**src/rtl/codec_xcvr_pkg.sv**
```systemverilog
package codec_xcvr_pkg;

    localparam int WORD_W = 32;
    localparam int BYTE_W = 8;
    localparam int IDX_W  = $clog2(WORD_W);

    typedef enum logic [1:0] {
        LEN_8  = 2'd0,
        LEN_16 = 2'd1,
        LEN_24 = 2'd2,
        LEN_32 = 2'd3
    } word_len_e;

    typedef enum logic [1:0] {
        SEQ_IDLE,
        SEQ_WAIT,
        SEQ_SHIFT
    } seq_state_e;

    // index of the final bit of a word of the given length
    function automatic logic [IDX_W-1:0] last_index(word_len_e m);
        return IDX_W'((int'(m) + 1) * BYTE_W - 1);
    endfunction

    // move the meaningful part of a FIFO word up to the MSB end
    function automatic logic [WORD_W-1:0] tx_align(logic [WORD_W-1:0] w, word_len_e m);
        case (m)
            LEN_8:   return {w[BYTE_W-1:0], {(WORD_W-BYTE_W){1'b0}}};
            LEN_16:  return {w[2*BYTE_W-1:0], {(WORD_W-2*BYTE_W){1'b0}}};
            LEN_24:  return {w[WORD_W-1:BYTE_W], {BYTE_W{1'b0}}};
            default: return w;
        endcase
    endfunction

    // place an assembled shift value into FIFO word format
    function automatic logic [WORD_W-1:0] rx_pack(logic [WORD_W-1:0] s, word_len_e m);
        case (m)
            LEN_8:   return {{(WORD_W-BYTE_W){1'b0}}, s[BYTE_W-1:0]};
            LEN_16:  return {{(WORD_W-2*BYTE_W){1'b0}}, s[2*BYTE_W-1:0]};
            LEN_24:  return {s[WORD_W-BYTE_W-1:0], {BYTE_W{1'b0}}};
            default: return s;
        endcase
    endfunction

endpackage

```
**src/rtl/codec_frame_timer.sv**
```systemverilog
module codec_frame_timer
    import codec_xcvr_pkg::*;
(
    input  logic       clk,
    input  logic       rst_n,
    input  logic       run,
    input  logic       clk_pol,
    input  logic       slot_delay,
    input  logic [1:0] word_mode,
    input  logic       bit_clk,
    input  logic       frame_sync,
    output logic       frame_start,
    output logic       bit_launch,
    output logic       launch_edge,
    output logic       bit_sample,
    output logic       last_sample,
    output word_len_e  cur_mode
);

    typedef struct packed {
        logic             bclk_prev;
        logic             fs_prev;
        seq_state_e       state;
        logic [IDX_W-1:0] idx;
        word_len_e        mode;
    } timer_t;

    timer_t timer_d, timer_q;
    logic   rise, fall, launch, capture;

    always_comb begin
        rise    = bit_clk & ~timer_q.bclk_prev;
        fall    = ~bit_clk & timer_q.bclk_prev;
        launch  = clk_pol ? fall : rise;
        capture = clk_pol ? rise : fall;

        timer_d           = timer_q;
        timer_d.bclk_prev = bit_clk;
        frame_start       = 1'b0;
        bit_launch        = 1'b0;

        if (launch) begin
            timer_d.fs_prev = frame_sync;
        end

        if (!run) begin
            timer_d.state = SEQ_IDLE;
            timer_d.idx   = '0;
        end else if (launch) begin
            if (frame_sync && !timer_q.fs_prev) begin
                frame_start  = 1'b1;
                timer_d.mode = word_len_e'(word_mode);
                timer_d.idx  = '0;
                if (slot_delay) begin
                    timer_d.state = SEQ_WAIT;
                end else begin
                    timer_d.state = SEQ_SHIFT;
                    bit_launch    = 1'b1;
                end
            end else begin
                case (timer_q.state)
                    SEQ_WAIT: begin
                        timer_d.state = SEQ_SHIFT;
                        bit_launch    = 1'b1;
                    end
                    SEQ_SHIFT: begin
                        if (timer_q.idx == last_index(timer_q.mode)) begin
                            timer_d.state = SEQ_IDLE;
                        end else begin
                            timer_d.idx = timer_q.idx + 1'b1;
                            bit_launch  = 1'b1;
                        end
                    end
                    default: ;
                endcase
            end
        end

        launch_edge = launch & run;
        bit_sample  = run & capture & (timer_q.state == SEQ_SHIFT);
        last_sample = bit_sample & (timer_q.idx == last_index(timer_q.mode));
        cur_mode    = frame_start ? word_len_e'(word_mode) : timer_q.mode;
    end

    always_ff @(posedge clk or negedge rst_n) begin
        if (!rst_n) begin
            timer_q <= '{bclk_prev: 1'b0, fs_prev: 1'b0, state: SEQ_IDLE,
                         idx: '0, mode: LEN_8};
        end else begin
            timer_q <= timer_d;
        end
    end

    assert_index_in_word_R2: assert property (@(posedge clk) disable iff (!rst_n)
        (timer_q.state == SEQ_SHIFT) |-> (timer_q.idx <= last_index(timer_q.mode)));

    assert_idle_after_word_R9: assert property (@(posedge clk) disable iff (!rst_n)
        (last_sample && !launch) |=> !bit_sample);

endmodule

```
**src/rtl/codec_tx_shift.sv**
```systemverilog
module codec_tx_shift
    import codec_xcvr_pkg::*;
(
    input  logic              clk,
    input  logic              rst_n,
    input  logic              enable,
    input  logic              frame_start,
    input  logic              bit_launch,
    input  logic              launch_edge,
    input  word_len_e         cur_mode,
    input  logic [WORD_W-1:0] tx_data,
    input  logic              tx_empty,
    output logic              tx_rd,
    output logic              tx_line
);

    typedef struct packed {
        logic [WORD_W-1:0] shreg;
        logic              line;
    } tx_t;

    tx_t               tx_d, tx_q;
    logic [WORD_W-1:0] word_sel;

    always_comb begin
        tx_d     = tx_q;
        tx_rd    = 1'b0;
        word_sel = tx_q.shreg;

        if (!enable) begin
            tx_d.shreg = '0;
            tx_d.line  = 1'b0;
        end else begin
            if (frame_start) begin
                tx_rd    = !tx_empty;
                word_sel = tx_empty ? '0 : tx_align(tx_data, cur_mode);
            end
            if (bit_launch) begin
                tx_d.line  = word_sel[WORD_W-1];
                tx_d.shreg = {word_sel[WORD_W-2:0], 1'b0};
            end else begin
                tx_d.shreg = word_sel;
                if (launch_edge) begin
                    tx_d.line = 1'b0;
                end
            end
        end
    end

    always_ff @(posedge clk or negedge rst_n) begin
        if (!rst_n) begin
            tx_q <= '{shreg: '0, line: 1'b0};
        end else begin
            tx_q <= tx_d;
        end
    end

    assign tx_line = tx_q.line;

    assert_line_low_when_off_R6: assert property (@(posedge clk) disable iff (!rst_n)
        !enable |=> !tx_line);

    assert_empty_sends_zero_R7: assert property (@(posedge clk) disable iff (!rst_n)
        (frame_start && tx_empty) |=> !tx_line);

endmodule

```
**src/rtl/codec_rx_shift.sv**
```systemverilog
module codec_rx_shift
    import codec_xcvr_pkg::*;
(
    input  logic              clk,
    input  logic              rst_n,
    input  logic              enable,
    input  logic              frame_start,
    input  logic              bit_sample,
    input  logic              last_sample,
    input  word_len_e         cur_mode,
    input  logic              rx_line,
    input  logic              rx_full,
    output logic [WORD_W-1:0] rx_data,
    output logic              rx_wr,
    output logic              rx_overrun
);

    typedef struct packed {
        logic [WORD_W-1:0] shreg;
        logic [WORD_W-1:0] data;
        logic              wr;
        logic              ovr;
    } rx_t;

    rx_t               rx_d, rx_q;
    logic [WORD_W-1:0] shift_next;

    always_comb begin
        rx_d       = rx_q;
        rx_d.wr    = 1'b0;
        shift_next = {rx_q.shreg[WORD_W-2:0], rx_line};

        if (!enable) begin
            rx_d.shreg = '0;
            rx_d.ovr   = 1'b0;
        end else begin
            if (frame_start) begin
                rx_d.shreg = '0;
            end
            if (bit_sample) begin
                rx_d.shreg = shift_next;
                if (last_sample) begin
                    if (rx_full) begin
                        rx_d.ovr = 1'b1;
                    end else begin
                        rx_d.wr   = 1'b1;
                        rx_d.data = rx_pack(shift_next, cur_mode);
                    end
                end
            end
        end
    end

    always_ff @(posedge clk or negedge rst_n) begin
        if (!rst_n) begin
            rx_q <= '{shreg: '0, data: '0, wr: 1'b0, ovr: 1'b0};
        end else begin
            rx_q <= rx_d;
        end
    end

    assign rx_data    = rx_q.data;
    assign rx_wr      = rx_q.wr;
    assign rx_overrun = rx_q.ovr;

    assert_no_write_when_full_R10: assert property (@(posedge clk) disable iff (!rst_n)
        rx_wr |-> $past(!rx_full));

    assert_overrun_sticky_R10: assert property (@(posedge clk) disable iff (!rst_n)
        ($past(rx_overrun) && $past(enable) && enable) |-> rx_overrun);

    assert_low_byte_clear_R3: assert property (@(posedge clk) disable iff (!rst_n)
        (rx_wr && $past(cur_mode) == LEN_24) |-> (rx_data[BYTE_W-1:0] == '0));

endmodule

```
**src/rtl/codec_serial_xcvr.sv**
```systemverilog
module codec_serial_xcvr
    import codec_xcvr_pkg::*;
(
    input  logic              clk,
    input  logic              rst_n,
    input  logic              rx_en,
    input  logic              tx_en,
    input  logic              clk_pol,
    input  logic              slot_delay,
    input  logic [1:0]        word_mode,
    input  logic              bit_clk,
    input  logic              frame_sync,
    input  logic              rx_line,
    output logic              tx_line,
    input  logic [WORD_W-1:0] tx_data,
    input  logic              tx_empty,
    output logic              tx_rd,
    output logic [WORD_W-1:0] rx_data,
    output logic              rx_wr,
    input  logic              rx_full,
    output logic              rx_overrun
);

    logic      frame_start, bit_launch, launch_edge, bit_sample, last_sample;
    word_len_e cur_mode;
    logic      tx_run;

    assign tx_run = tx_en & rx_en;

    codec_frame_timer i_timer (
        .clk         (clk),
        .rst_n       (rst_n),
        .run         (rx_en),
        .clk_pol     (clk_pol),
        .slot_delay  (slot_delay),
        .word_mode   (word_mode),
        .bit_clk     (bit_clk),
        .frame_sync  (frame_sync),
        .frame_start (frame_start),
        .bit_launch  (bit_launch),
        .launch_edge (launch_edge),
        .bit_sample  (bit_sample),
        .last_sample (last_sample),
        .cur_mode    (cur_mode)
    );

    codec_tx_shift i_tx (
        .clk         (clk),
        .rst_n       (rst_n),
        .enable      (tx_run),
        .frame_start (frame_start),
        .bit_launch  (bit_launch),
        .launch_edge (launch_edge),
        .cur_mode    (cur_mode),
        .tx_data     (tx_data),
        .tx_empty    (tx_empty),
        .tx_rd       (tx_rd),
        .tx_line     (tx_line)
    );

    codec_rx_shift i_rx (
        .clk         (clk),
        .rst_n       (rst_n),
        .enable      (rx_en),
        .frame_start (frame_start),
        .bit_sample  (bit_sample),
        .last_sample (last_sample),
        .cur_mode    (cur_mode),
        .rx_line     (rx_line),
        .rx_full     (rx_full),
        .rx_data     (rx_data),
        .rx_wr       (rx_wr),
        .rx_overrun  (rx_overrun)
    );

    assert_fetch_at_frame_start_R8: assert property (@(posedge clk) disable iff (!rst_n)
        tx_rd |-> frame_start);

    assert_no_fetch_without_rx_R6: assert property (@(posedge clk) disable iff (!rst_n)
        !(rx_en && tx_en) |-> !tx_rd);

endmodule

```
**config.mk**
```make
export PLATFORM = sky130hd
export DESIGN_NAME = codec_serial_xcvr
export DESIGN_NICKNAME = d
export VERILOG_FILES = /design/src/rtl/codec_xcvr_pkg.sv /design/src/rtl/codec_frame_timer.sv /design/src/rtl/codec_tx_shift.sv /design/src/rtl/codec_rx_shift.sv /design/src/rtl/codec_serial_xcvr.sv
export SDC_FILE = /design/constraint.sdc
export NUM_CORES = 1
export LEC_CHECK = 0
export ABC_AREA = 1
export BUFFER_PORTS_ARGS = -buffer_cell sky130_fd_sc_hd__clkbuf_2
export CAP_MARGIN = 20
export CORE_MARGIN = 4
export CORE_UTILIZATION = 45
export CTS_BUF_LIST = sky130_fd_sc_hd__clkbuf_4
export DETAILED_ROUTE_END_ITERATION = 16
export PLACE_DENSITY = 0.65
export SLEW_MARGIN = 5
export SYNTH_ARGS = -nofsm -noshare
export SYNTH_HDL_FRONTEND = slang
export SYNTH_SLANG_ARGS = --single-unit
```
**constraint.sdc**
```tcl
create_clock -name clk -period 2.61 [get_ports clk]
set_clock_uncertainty 0.15 [all_clocks]
set_input_delay 0.1305 -clock clk [delete_from_list [all_inputs] [get_ports clk]]
set_output_delay 0.1305 -clock clk [all_outputs]
set_load 0.05 [all_outputs]
```
==> metrics.md <==
| Metric | Value |
|---|---|
| Share of cells above drive strength 1 | `0.173` |
| Main combinational cell family by area after synthesis | `simple AND/OR/NAND/NOR gates` |
| CP Capture Type | `register` |
| # diodes | `0` |
| DR iter-0 viols | `319` |
| Status | `finished, final reports clean` |
| Seq/Total Area, Yosys | `0.502` |
| Met3 routed WL | `675 um` |
| Area leader, netlist | `dfrtp_1` |
| Crit path max fanout | `5` |
| I/O Buffers | `80` |
| Aggregate global-route resource usage | `0.186` |
| Chip Width | `118 um` |
| Largest cells by area after synthesis | `dfrtp_1 (50%), nand2_1 (18%), o22ai_1 (5.5%), buf_4 (5.0%), inv_1 (3.9%)` |
| Critical Path RT | `2.88 ns` |
| Xor/xnor cell area share of the yosys netlist | `0` |
| Dpl ws | `0.355 ns` |
| Std cell rows | `39` |
| RD Place Congestion | `0.897` |
| Post-Synth Simple-Gate Area | `0.249` |
| Residual DRC count | `0` |
| CTS root buf | `clkbuf_4` |
| Multiplexer area fraction after synthesis | `0` |
| Drt pass-1 iters | `7` |
| Synthesized area | `5440 sq um` |
| CORE AREA | `11600 sq um` |
| Max Transition Viols Final | `0` |
| Hold Violations, Final | `0` |
| Top cells by count, synth | `nand2_1 (262), dfrtp_1 (109), inv_1 (57), o22ai_1 (48), buf_4 (36)` |
| Max-Slew Margin vs Limit | `0.395` |
| MaxCap Viol Count | `0` |
| Finish-stage setup viols | `0` |
| Largest net degree at the start of global routing | `75` |
| Ys flop type | `dfrtp_1` |
| Starting Density | `0.468` |
| Clock transition at path regs | `0.15 ns` |
| H-tree levels | `3` |
| Drt total wl | `12.7 mm` |
| Net count reported at finish | `812` |
| Yosys cell types | `28` |
| Pwr Density | `477 nW/um^2` |
| First-pass GRT wire length | `21.5 mm` |
| Initial antenna violation count | `0` |
| DIE HEIGHT | `118 um` |
| DR vias | `4658` |
| CTS tree | `built` |
| Routed wl met2 | `6.11 mm` |
| Num CTS Buffers | `9` |
| Average cell area after synthesis | `8.10 sq um` |
| Flop and latch count out of synthesis | `109` |
| Synth Instances | `671` |
| Number of global-route vias before repair | `4483` |
| Most common cell in the netlist | `nand2_1` |
| Area fraction in compound gates after synthesis | `0.122` |
| Maximum root-to-sink buffer count | `2` |
| Num Clock Sinks | `109` |
| RSZ-0062 raised after global routing | `no` |
| Adder-cell share of the synthesized area | `0.00691` |
| Vias per cell | `5.11` |
| Achievable Freq | `413 MHz` |
| Top Layer Used | `met4` |
| Yosys top cell area share | `0.502` |
| Clk_lat worst skew | `0.48 ns` |
| Syn nets | `719` |
| Die area | `13900 sq um` |
| Hold WC Path Type | `in -> reg` |
| Critical path class | `reg -> reg` |
| Slew at the pin closest to its max-slew limit | `0.907 ns` |
| WL/cell | `13.9 um` |
| Pleak | `3.19 nW` |
| Startpoint Class | `register` |
| Asr flop ratio synth | `1.00` |
| Fin crit period | `2.42 ns` |
| Wl on met1 | `5.63 mm` |
| Area Growth Syn to Fin | `17.2%` |
| Setup WS post-layout | `0.186 ns` |
| GR Overflow Total | `0` |
| I/O pin cnt | `81` |
| Tcrit/Tclk final | `0.929` |
| Post-synth EDFFs | `0` |
| Post-DP HPWL | `8.45 mm` |
| CP arrival | `2.69 ns` |
| Syn. warnings | `0` |
| DRT antenna net count | `0` |
| VDD IR max | `0.294 mV` |
| Setup TNS | `0 ns` |
[layer usage]
metal,vias to the layer above,GRT usage
met4,0,0.0681
met1,2161,0.242
met3,21,0.0375
met2,144,0.310
li1,2332,-
met5,-,0
[report_power, final]
group	total (mW)	switching (mW)	internal, mW
combinational	0.543	0.372	0.172
sequential	1.72	0.00934	1.71
clock	0.782	0.565	0.217
total	3.04	0.946	2.09
[through the flow]
stage	total power, mW	cells	utilization	cell area (sq um)	hold WS (ns)
2_1_floorplan	2.07	671	-	5440	-0.315
3_3_place_gp	2.20	840	0.490	5690	0.133
3_5_place_dp	2.20	840	0.490	5690	0.143
4_1_cts	3.05	905	0.543	6300	0.0248
5_1_grt	3.21	912	0.549	6370	0.0590
6_report	3.04	912	0.549	6370	0.0408
[area by class of cell]
class / instances / area, sq um
Sequential cell: 109 / 2730
Tap cell: 143 / 179
Clock inverter: 6 / 45.0
Multi-Input combinational cell: 437 / 2070
Inverter: 62 / 235
Timing Repair Buffer: 145 / 1040
Fill cell: 1113 / 5240
Clock buffer: 10 / 75.1
[placed cells by master (no fill, tap or decap)]
cell type and instances:
buf_4 14, o211ai_1 15, nand2_4 5, buf_12 2, nand4_1 8, nand2_1 261
a21oi_1 3, o21ai_0 15, dlygate4sd3_1 50, nand2_2 4, clkbuf_2 79, nor2_4 3
or2_1 1, clkbuf_4 10, o21a_1 1, a22o_1 3, nor2_1 8, a21oi_2 3
clkinv_2 2, a21o_1 1, inv_6 3, o22ai_1 48, inv_1 57, inv_2 4
dfrtp_1 109, ha_1 3, clkinv_4 1, nand3_1 34, nor2_2 2, a21boi_0 1
o21ai_1 18, inv_4 1
[worst max-delay path, stage by stage (launching register included)]
cell and delay (ns):
dfrtp_1 0.40, inv_1 0.06, nand2_1 0.14, nor2_4 0.18
nand2_4 0.10, nor2_2 0.12, inv_2 0.08, nor2_1 0.23
nand3_1 0.11, nand4_1 0.10, dlygate4sd3_1 0.58, nand2_1 0.06
nand2_1 0.07
[final timing paths]
check,from,end,slack [ns],depth (start not counted)
hold reg to reg,i_rx.rx_data[26]$_DFFE_PN0P_,i_rx.rx_data[26]$_DFFE_PN0P_,0.35,2
setup / recovery,i_timer.timer_q[9]$_DFFE_PN0N_,i_tx.tx_q[26]$_DFF_PN0_,0.19,12
setup reg to reg,i_timer.timer_q[9]$_DFFE_PN0N_,i_tx.tx_q[26]$_DFF_PN0_,0.19,12
hold / removal,word_mode[1],i_timer.timer_q[1]$_DFFE_PN0P_,0.04,5
min in group asynchronous,rst_n,i_rx.rx_data[1]$_DFFE_PN0P_,0.16,2
max in group asynchronous,rst_n,i_timer.timer_q[5]$_DFFE_PN0P_,1.42,3
[cells by family (layout without fill, tap and decap cells)]
logic type | after synthesis | count (layout)
and+or+nand+nor | 326 | 326
DFF | 109 | 109
AOI/OAI and AO/OA | 108 | 108
adders and majority gates | 3 | 3
buffers and inverters | 125 | 223
[repair_timing]
action,CTS,global route
hold buffers,49,1
buffers inserted,0,6
endpoints found under the setup margin,0,8
hold endpoints to repair,124,1
resized for setup,0,3
[state kept, by name (all words and copies together), names as in the netlist]
register	flops
i_rx.rx_q	31
i_rx.rx_data	32
i_tx.tx_line	1
i_tx.tx_q	32
i_rx.rx_overrun	1
i_rx.rx_wr	1
i_timer.timer_q	11
No activity file was read; power rests on OpenSTA's default activity.
